==> config.mk <==
export PLATFORM = sky130hd
export DESIGN_NAME = serdiv_cfg_port
export DESIGN_NICKNAME = d
export VERILOG_FILES = /design/src/rtl/serdiv_pkg.sv /design/src/rtl/serdiv_sync.sv /design/src/rtl/serdiv_edge.sv /design/src/rtl/serdiv_shift.sv /design/src/rtl/serdiv_cfg_port.sv
export SDC_FILE = /design/constraint.sdc
export NUM_CORES = 1
export LEC_CHECK = 0
export ABC_AREA = 1
export BUFFER_PORTS_ARGS = -buffer_cell sky130_fd_sc_hd__buf_4
export CORE_MARGIN = 2
export CORE_UTILIZATION = 39
export DETAILED_ROUTE_END_ITERATION = 8
export SLEW_MARGIN = 25
export SYNTH_ARGS = -nofsm -noshare
export SYNTH_HDL_FRONTEND = slang
export SYNTH_HIERARCHICAL = 1
export SYNTH_SLANG_ARGS = --single-unit
==> constraint.sdc <==
create_clock -name clk -period 1.75 [get_ports clk]
set_input_delay 0.175 -clock clk [delete_from_list [all_inputs] [get_ports clk]]
set_output_delay 0.175 -clock clk [all_outputs]
set_load 0.02 [all_outputs]
==> src/rtl/serdiv_pkg.sv <==
package serdiv_pkg;
  localparam int MODE_W   = 3;
  localparam int R_W      = 9;
  localparam int M_W      = 10;
  localparam int FRAME_W  = MODE_W + R_W + M_W;
  localparam int M_LSB    = 0;
  localparam int R_LSB    = M_W;
  localparam int MODE_LSB = M_W + R_W;
  localparam int PIN_W    = 3;

  typedef logic [FRAME_W-1:0] frame_t;

  function automatic logic [R_W-1:0] frame_r(input frame_t f);
    return f[R_LSB +: R_W];
  endfunction

  function automatic logic [M_W-1:0] frame_m(input frame_t f);
    return f[M_LSB +: M_W];
  endfunction

  function automatic logic frame_bw(input frame_t f);
    return f[FRAME_W-1];
  endfunction

  // Test bits sit just below the bandwidth bit.
  function automatic logic frame_test_bad(input frame_t f);
    return |f[MODE_LSB +: MODE_W-1];
  endfunction
endpackage

==> src/rtl/serdiv_sync.sv <==
module serdiv_sync #(
  parameter int W      = 3,
  parameter int STAGES = 2
) (
  input  logic         clk,
  input  logic         rst_n,
  input  logic [W-1:0] d,
  output logic [W-1:0] q
);
  logic [STAGES-1:0][W-1:0] stg;

  always_ff @(posedge clk or negedge rst_n) begin
    if (!rst_n) begin
      stg <= '0;
    end else begin
      stg[0] <= d;
      for (int s = 1; s < STAGES; s++) stg[s] <= stg[s-1];
    end
  end

  assign q = stg[STAGES-1];
endmodule

==> src/rtl/serdiv_edge.sv <==
module serdiv_edge #(
  parameter int W = 2
) (
  input  logic         clk,
  input  logic         rst_n,
  input  logic [W-1:0] lvl,
  output logic [W-1:0] rise
);
  logic [W-1:0] prev_q;

  always_ff @(posedge clk or negedge rst_n) begin
    if (!rst_n) prev_q <= '0;
    else        prev_q <= lvl;
  end

  assign rise = lvl & ~prev_q;
endmodule

==> src/rtl/serdiv_shift.sv <==
module serdiv_shift #(
  parameter int W = 22
) (
  input  logic         clk,
  input  logic         rst_n,
  input  logic         en,
  input  logic         din,
  output logic [W-1:0] q,
  output logic [W-1:0] nxt
);
  assign nxt = {q[W-2:0], din};

  always_ff @(posedge clk or negedge rst_n) begin
    if (!rst_n)  q <= '0;
    else if (en) q <= nxt;
  end
endmodule

==> src/rtl/serdiv_cfg_port.sv <==
module serdiv_cfg_port
  import serdiv_pkg::*;
#(
  parameter int SYNC_STAGES = 2,
  parameter int R_RST       = 1,
  parameter int M_RST       = 32
) (
  input  logic           clk,
  input  logic           rst_n,
  input  logic           ser_clk_i,
  input  logic           ser_dat_i,
  input  logic           ser_ld_i,
  output logic [R_W-1:0] r_div_o,
  output logic [M_W-1:0] m_div_o,
  output logic           bw_normal_o,
  output logic           test_err_o
);
  localparam logic [R_W-1:0] R_DEF = R_W'(R_RST);
  localparam logic [M_W-1:0] M_DEF = M_W'(M_RST);

  logic [PIN_W-1:0] pins_s;
  logic             sclk_lvl, sdat_lvl, ld_lvl;
  logic [1:0]       rises;
  logic             sclk_rise, ld_rise;
  frame_t           shift_q, shift_nxt, upd_frame;
  logic             pass_shift, act_upd;

  serdiv_sync #(.W(PIN_W), .STAGES(SYNC_STAGES)) u_sync (
    .clk(clk), .rst_n(rst_n),
    .d({ser_ld_i, ser_dat_i, ser_clk_i}),
    .q(pins_s)
  );

  assign sclk_lvl = pins_s[0];
  assign sdat_lvl = pins_s[1];
  assign ld_lvl   = pins_s[2];

  serdiv_edge #(.W(2)) u_edge (
    .clk(clk), .rst_n(rst_n),
    .lvl({ld_lvl, sclk_lvl}),
    .rise(rises)
  );

  assign sclk_rise = rises[0];
  assign ld_rise   = rises[1];

  serdiv_shift #(.W(FRAME_W)) u_shift (
    .clk(clk), .rst_n(rst_n),
    .en(sclk_rise), .din(sdat_lvl),
    .q(shift_q), .nxt(shift_nxt)
  );

  // A shift seen with load high (including its rising cycle) updates
  // the active word with the post-shift contents.
  assign pass_shift = sclk_rise && ld_lvl;
  assign act_upd    = ld_rise || pass_shift;
  assign upd_frame  = pass_shift ? shift_nxt : shift_q;

  always_ff @(posedge clk or negedge rst_n) begin
    if (!rst_n) begin
      r_div_o     <= R_DEF;
      m_div_o     <= M_DEF;
      bw_normal_o <= 1'b1;
      test_err_o  <= 1'b0;
    end else if (act_upd) begin
      r_div_o     <= frame_r(upd_frame);
      m_div_o     <= frame_m(upd_frame);
      bw_normal_o <= frame_bw(upd_frame);
      test_err_o  <= test_err_o | frame_test_bad(upd_frame);
    end
  end
endmodule

## Yosys cells after proc, flatten, opt, wreduce, memory -nomap -nowiden

Cells that the tools add are included.

| word-level totals | value |
|---|---|
| register bits after elaboration | 51 |
| input port bits | 5 |
| logic and storage cells | 15 |

| cells by class | value |
|---|---|
| mux-type cells | 1 |
| bitwise logic cells | 3 |
| reductions and logical operators | 3 |

Operators with widths:

| kind | number |
|---|---|
| 22-bit two-way mux | 1 |
| 2-bit bitwise AND | 1 |
| 2-bit inverter | 1 |
| 2-bit OR reduction | 1 |
| 1-bit logical AND | 1 |
| 1-bit logical OR | 1 |
| 1-bit OR | 1 |

## Longest topological paths before layout

| logic depth | value |
|---|---|
| word-level depth | 6 |
| mapped depth | 8 |

## By module

Netlist, hierarchy kept.

Modules (own cells, without submodules):

| module | times used | cells an instance | area each (um^2) |
|---|---|---|---|
| serdiv_cfg_port | 1 | 122 | 1017.2 |
| serdiv_shift | 1 | 115 | 1004.7 |
| serdiv_sync | 1 | 9 | 172.7 |
| serdiv_edge | 1 | 6 | 70.1 |

## Worst setup path before layout

No wires, ideal clock.

| path | value |
|---|---|
| kind | reg-to-reg |
| start | register u_sync.stg, in the netlist u_sync/q[0] |
| end | register m_div_o[4] |
| library setup time | 125 ps |
| data arrival time | 1049 ps |
| data required time | 1625 ps |
| setup slack | 577 ps |
| stages on the path, launching flop included | 8 |
| cell sequence | dfrtp_1 buf_4 inv_1 nor2_2 nand2_4 buf_2 nand3_1 nand3_1 |

| between the ends | value |
|---|---|
| longest elaborated chain between the ends | 3 |
| elaborated cells between the ends (all ways) | 4 |

Ends and longest elaborated chain:

| what | RTL line | source |
|---|---|---|
| start, declared | serdiv_sync.sv:10 | `logic [STAGES-1:0][W-1:0] stg;` |
| 2-bit bitwise AND (*) | serdiv_edge.sv:16 | `assign rise = lvl & ~prev_q;` |
| named net rises[0] | serdiv_cfg_port.sv:23 | `logic [1:0] rises;` |
| 1-bit logical AND (*) | serdiv_cfg_port.sv:55 | `assign pass_shift = sclk_rise && ld_lvl;` |
| 22-bit two-way mux / 1-bit logical OR (equally long branches) | serdiv_cfg_port.sv:57, serdiv_cfg_port.sv:56 |  |
| end signal, assigned | serdiv_cfg_port.sv:67 | `m_div_o <= frame_m(upd_frame);` |
| end, declared | serdiv_cfg_port.sv:14 | `output logic [M_W-1:0] m_div_o,` |

The timed path passes the listed nets; every way through them passes the cells marked *.
A chain may end at the register's enable or synchronous reset.

## Final worst setup path

| path | value |
|---|---|
| start | register u_edge.prev_q[0] |
| end | register u_shift.q[16] |

| between the ends | value |
|---|---|
| longest elaborated chain between the ends | 2 |

Ends and longest elaborated chain:

| what | RTL line | source |
|---|---|---|
| start, declared | serdiv_edge.sv:9 | `logic [W-1:0] prev_q;` |
| start signal, assigned | serdiv_edge.sv:13 | `else prev_q <= lvl;` |
| 2-bit inverter | serdiv_edge.sv:16 |  |
| 2-bit bitwise AND | serdiv_edge.sv:16 |  |
| named net rises[0] | serdiv_cfg_port.sv:23 |  |
| end signal, assigned | serdiv_shift.sv:15 | `else if (en) q <= nxt;` |
| end, declared | serdiv_shift.sv:8 | `output logic [W-1:0] q,` |

The timed path passes the listed nets, and every way through them passes these cells.

==> impl_metrics.toml <==
[outcome]
status = "complete, no violations"

[clock_network]
cts_resized = 0
cts.sink_count = 51
clock_slew_at_the_register_clock_pins_of_the_worst_setup_and_hold_paths_ns = 0.09
cts.path.max_buffers = 2
clock_root_cell = "sky130_fd_sc_hd__clkbuf_8"
tritoncts = "built"
cts_max_level = 2
clk_latency_ns = 0.30
tritoncts_buffer_count = 5

[critical_path]
worst_r2r_endpoint = "u_shift/q[16]"
critical_path.startpoint = "u_edge/prev_q[0]"
timing.setup.critical_path_class = "reg -> reg"
timing.critical_path.slowest_stage_cell = "sky130_fd_sc_hd__dfrtp_1"
worstSetupEndpointType = "flop"
r2r_start = "u_edge/prev_q[0]"
worst_path_max_stage_delay_ns = 0.38
worstPathCellList = "nor2_2 > buf_4 > inv_2 > nand2_1 > nand2_1"
timing.critical_path.fanout_max = 23
worst_ep_arrival_time_ns = 1.51
cp_data_required_time_ns = 1.94
r2r_slack_ns = 0.43
critical_path.startpoint_type = "flop"
rr_worst_depth = 5
cp_common_cell = "sky130_fd_sc_hd__nand2_1"

[power]
power.leakage_nw = 1.27
p_switching_w = 0.000770
power.ir.vdd_worst_mv = 0.470
cellPowerDensity_nw_per_um2 = 1100
switching_share_pct = 28.8
p_comb_share_pct = 17.5
internal-power_w = 0.00190
clock_power_share_pct = 27.4
p_seq_share_pct = 55.1

[route]
ant_nets = 0
drcViolationCount = 0
finalWirelength_mm = 3.92
post_dr_vias_cell = 4.64
drt_first_pass_iters = 4
detailroute.via_count = 1514
routedWlPerCell_um = 12.0
drt_first_iter_violations = 110

[logic_synthesis]
syn-mean-instance-area_um2 = 8.99
synthMostInstantiatedCell = "sky130_fd_sc_hd__nand2_1"
synth_edf_count = 0
yosys.area.top_type_share_pct = 53.0
synth_commonest_cells = "sky130_fd_sc_hd__nand2_1, sky130_fd_sc_hd__nand3_1, sky130_fd_sc_hd__dfrtp_1"
synth_seq_area_share_pct = 56.5
ys_async_sr_fraction_pct = 100
synth_top_cells_by_area = "sky130_fd_sc_hd__dfrtp_1, sky130_fd_sc_hd__nand2_1, sky130_fd_sc_hd__nand3_1"
yosys_warn_count = 6
register_bit_count_reported_by_yosys = 51
syn_nets = 257
post_synth_num_cell_types = 12
netlist.top_cell.by_area = "sky130_fd_sc_hd__dfrtp_1"
syn_inst = 252
ys.flop_type = "sky130_fd_sc_hd__dfrtp_1"
syn_area_um2 = 2260

[cells_and_area]
area_delta_synth_final_pct = 7.07
diodes = 0
final_instance_area_um2 = 2420
drive_above_1_share_pct = 17.3
fraction_of_the_core_area_covered_by_cells_at_the_end_of_the_flow_pct = 43.5
finish.net_count = 258
stdcell_count = 326

[placement]
preCtsSetupSlack_ns = 0.447
port_buffers = 25
placedCellCount = 314
routabilityCongestion = 0.727
place_area_um2 = 2280
dp.final_hpwl_mm = 2.39

[timing]
fin_crit_sh_pct = 75.3
setup-tns-final_ns = 0
layout_min_cycle_time_ns = 1.32
max_slew.worst_pin.slew_ns = 0.636
number_of_hold_violations_in_the_final_report = 0
timing.final.ws_setup_ns = 0.432
fin_skew_ns = 0.00300
fmax_mhz = 759
report.final.setup_viol = 0
slew_headroom_pct = 57.6
grt_setup_unrepaired = "false"
timing_max_transition_violations_final = 0

[worst_hold_path]
number_of_stages_on_the_worst_hold_path = 0
min_path_type = "reg -> reg"
worst_hold_path.endpoint = "u_sync/q[2]"
timing.hold.worst.start = "u_sync/stg[2]"

[global_route]
globalRouteOverflowTotal = 0
grt_start_max_net_pins = 52
grt_pass1_wl_mm = 6.91
via_count_of_the_first_global_routing_pass = 1498
grt.total_usage_pct = 13.9
antenna_found_initial = 0

[floorplan]
die_w_um = 80.2
std_cell_rows = 27
dieHeight_um = 80.2
core_area_um2 = 5570
top_level_ports = 26
die_area_um2 = 6430
initial_core_util_pct = 40.6

[flow_run]
cap_viol_max_count = 0
==> cells in the final DEF (no fill, tap or decap) <==
cell type / Yosys / layout
sky130_fd_sc_hd__clkbuf_8: 0 / 7
sky130_fd_sc_hd__dfstp_2: 3 / 3
sky130_fd_sc_hd__nand2_1: 90 / 90
sky130_fd_sc_hd__inv_1: 4 / 4
sky130_fd_sc_hd__dfrtp_1: 48 / 48
sky130_fd_sc_hd__dlygate4sd3_1: 0 / 4
sky130_fd_sc_hd__inv_2: 2 / 2
sky130_fd_sc_hd__buf_4: 27 / 29
sky130_fd_sc_hd__nand2_4: 1 / 1
sky130_fd_sc_hd__nand3_1: 61 / 61
sky130_fd_sc_hd__nor2_1: 2 / 2
sky130_fd_sc_hd__nor2_2: 2 / 2
sky130_fd_sc_hd__clkbuf_1: 0 / 1
==> per-stage QoR <==
| step | hold slack, ns | power [W] |
|---|---|---|
| floorplan | -0.121 | 0.00186 |
| global route | 0.362 | 0.00281 |
| CTS | 0.356 | 0.00271 |
| finish | 0.353 | 0.00267 |
| global placement | 0.245 | 0.00196 |
| detailed placement | 0.253 | 0.00196 |
==> worst max path at each step <==
stage | to | cells after the start
detailed placement | u_shift/q[7] | 6
global route | test_err_o | 7
floorplan | m_div_o[4] | 7
global placement | m_div_o[9] | 6
finish | u_shift/q[16] | 5
CTS | u_shift/q[7] | 6
==> critical path: cells and delay by family, from the launching register on <==
| family | cells | cell delay (ns) |
|---|---|---|
| DFF | 1 | 0.38 |
| and+or+nand+nor | 3 | 0.34 |
| buffers and inverters | 2 | 0.48 |
==> sequential cells by signal, indices dropped and copies added, names as in the netlist <==
name           cells
u_shift/q         22
m_div_o           10
u_sync/stg         3
bw_normal_o        1
test_err_o         1
u_edge/prev_q      2
u_sync/q           3
r_div_o            9
==> layer usage <==
layer | wire, um | up-vias | global-route usage, %
li1 | - | 779 | -
met1 | 1950 | 709 | 17.6
met2 | 1790 | 20 | 22.8
met3 | 114 | 6 | 3.71
met4 | 55 | 0 | 4.58
met5 | 0 | - | 0
==> cell type report <==
type                       count  area [um2]
fill                         568        3150
sequential                    51        1280
multi-input combinational    156         674
timing repair buffer          33         258
clock buffer                   8         100
tap                           72        90.1
inverter                       6        22.5
==> logic make-up after synthesis <==
kind of cell,synth area share [%]
DFF,56.5
buffers and inverters,13.7
and+or+nand+nor,29.8
==> what timing repair did <==
item	CTS	global route
setup buffers	0	0
hold endpoints to repair	51	0
hold buffers	4	0
==> power groups by stage <==
| stage | registers, W | logic [W] | clock network [W] |
|---|---|---|---|
| final | 0.00147 | 0.000467 | 0.000733 |
| after global routing | 0.00150 | 0.000518 | 0.000798 |
| after CTS | 0.00147 | 0.000476 | 0.000759 |
| after detailed placement | 0.00150 | 0.000469 | 0 |
| after global placement | 0.00149 | 0.000465 | 0 |
| after floorplan | 0.00157 | 0.000293 | 0 |
Power figures use the tool's default switching activity.
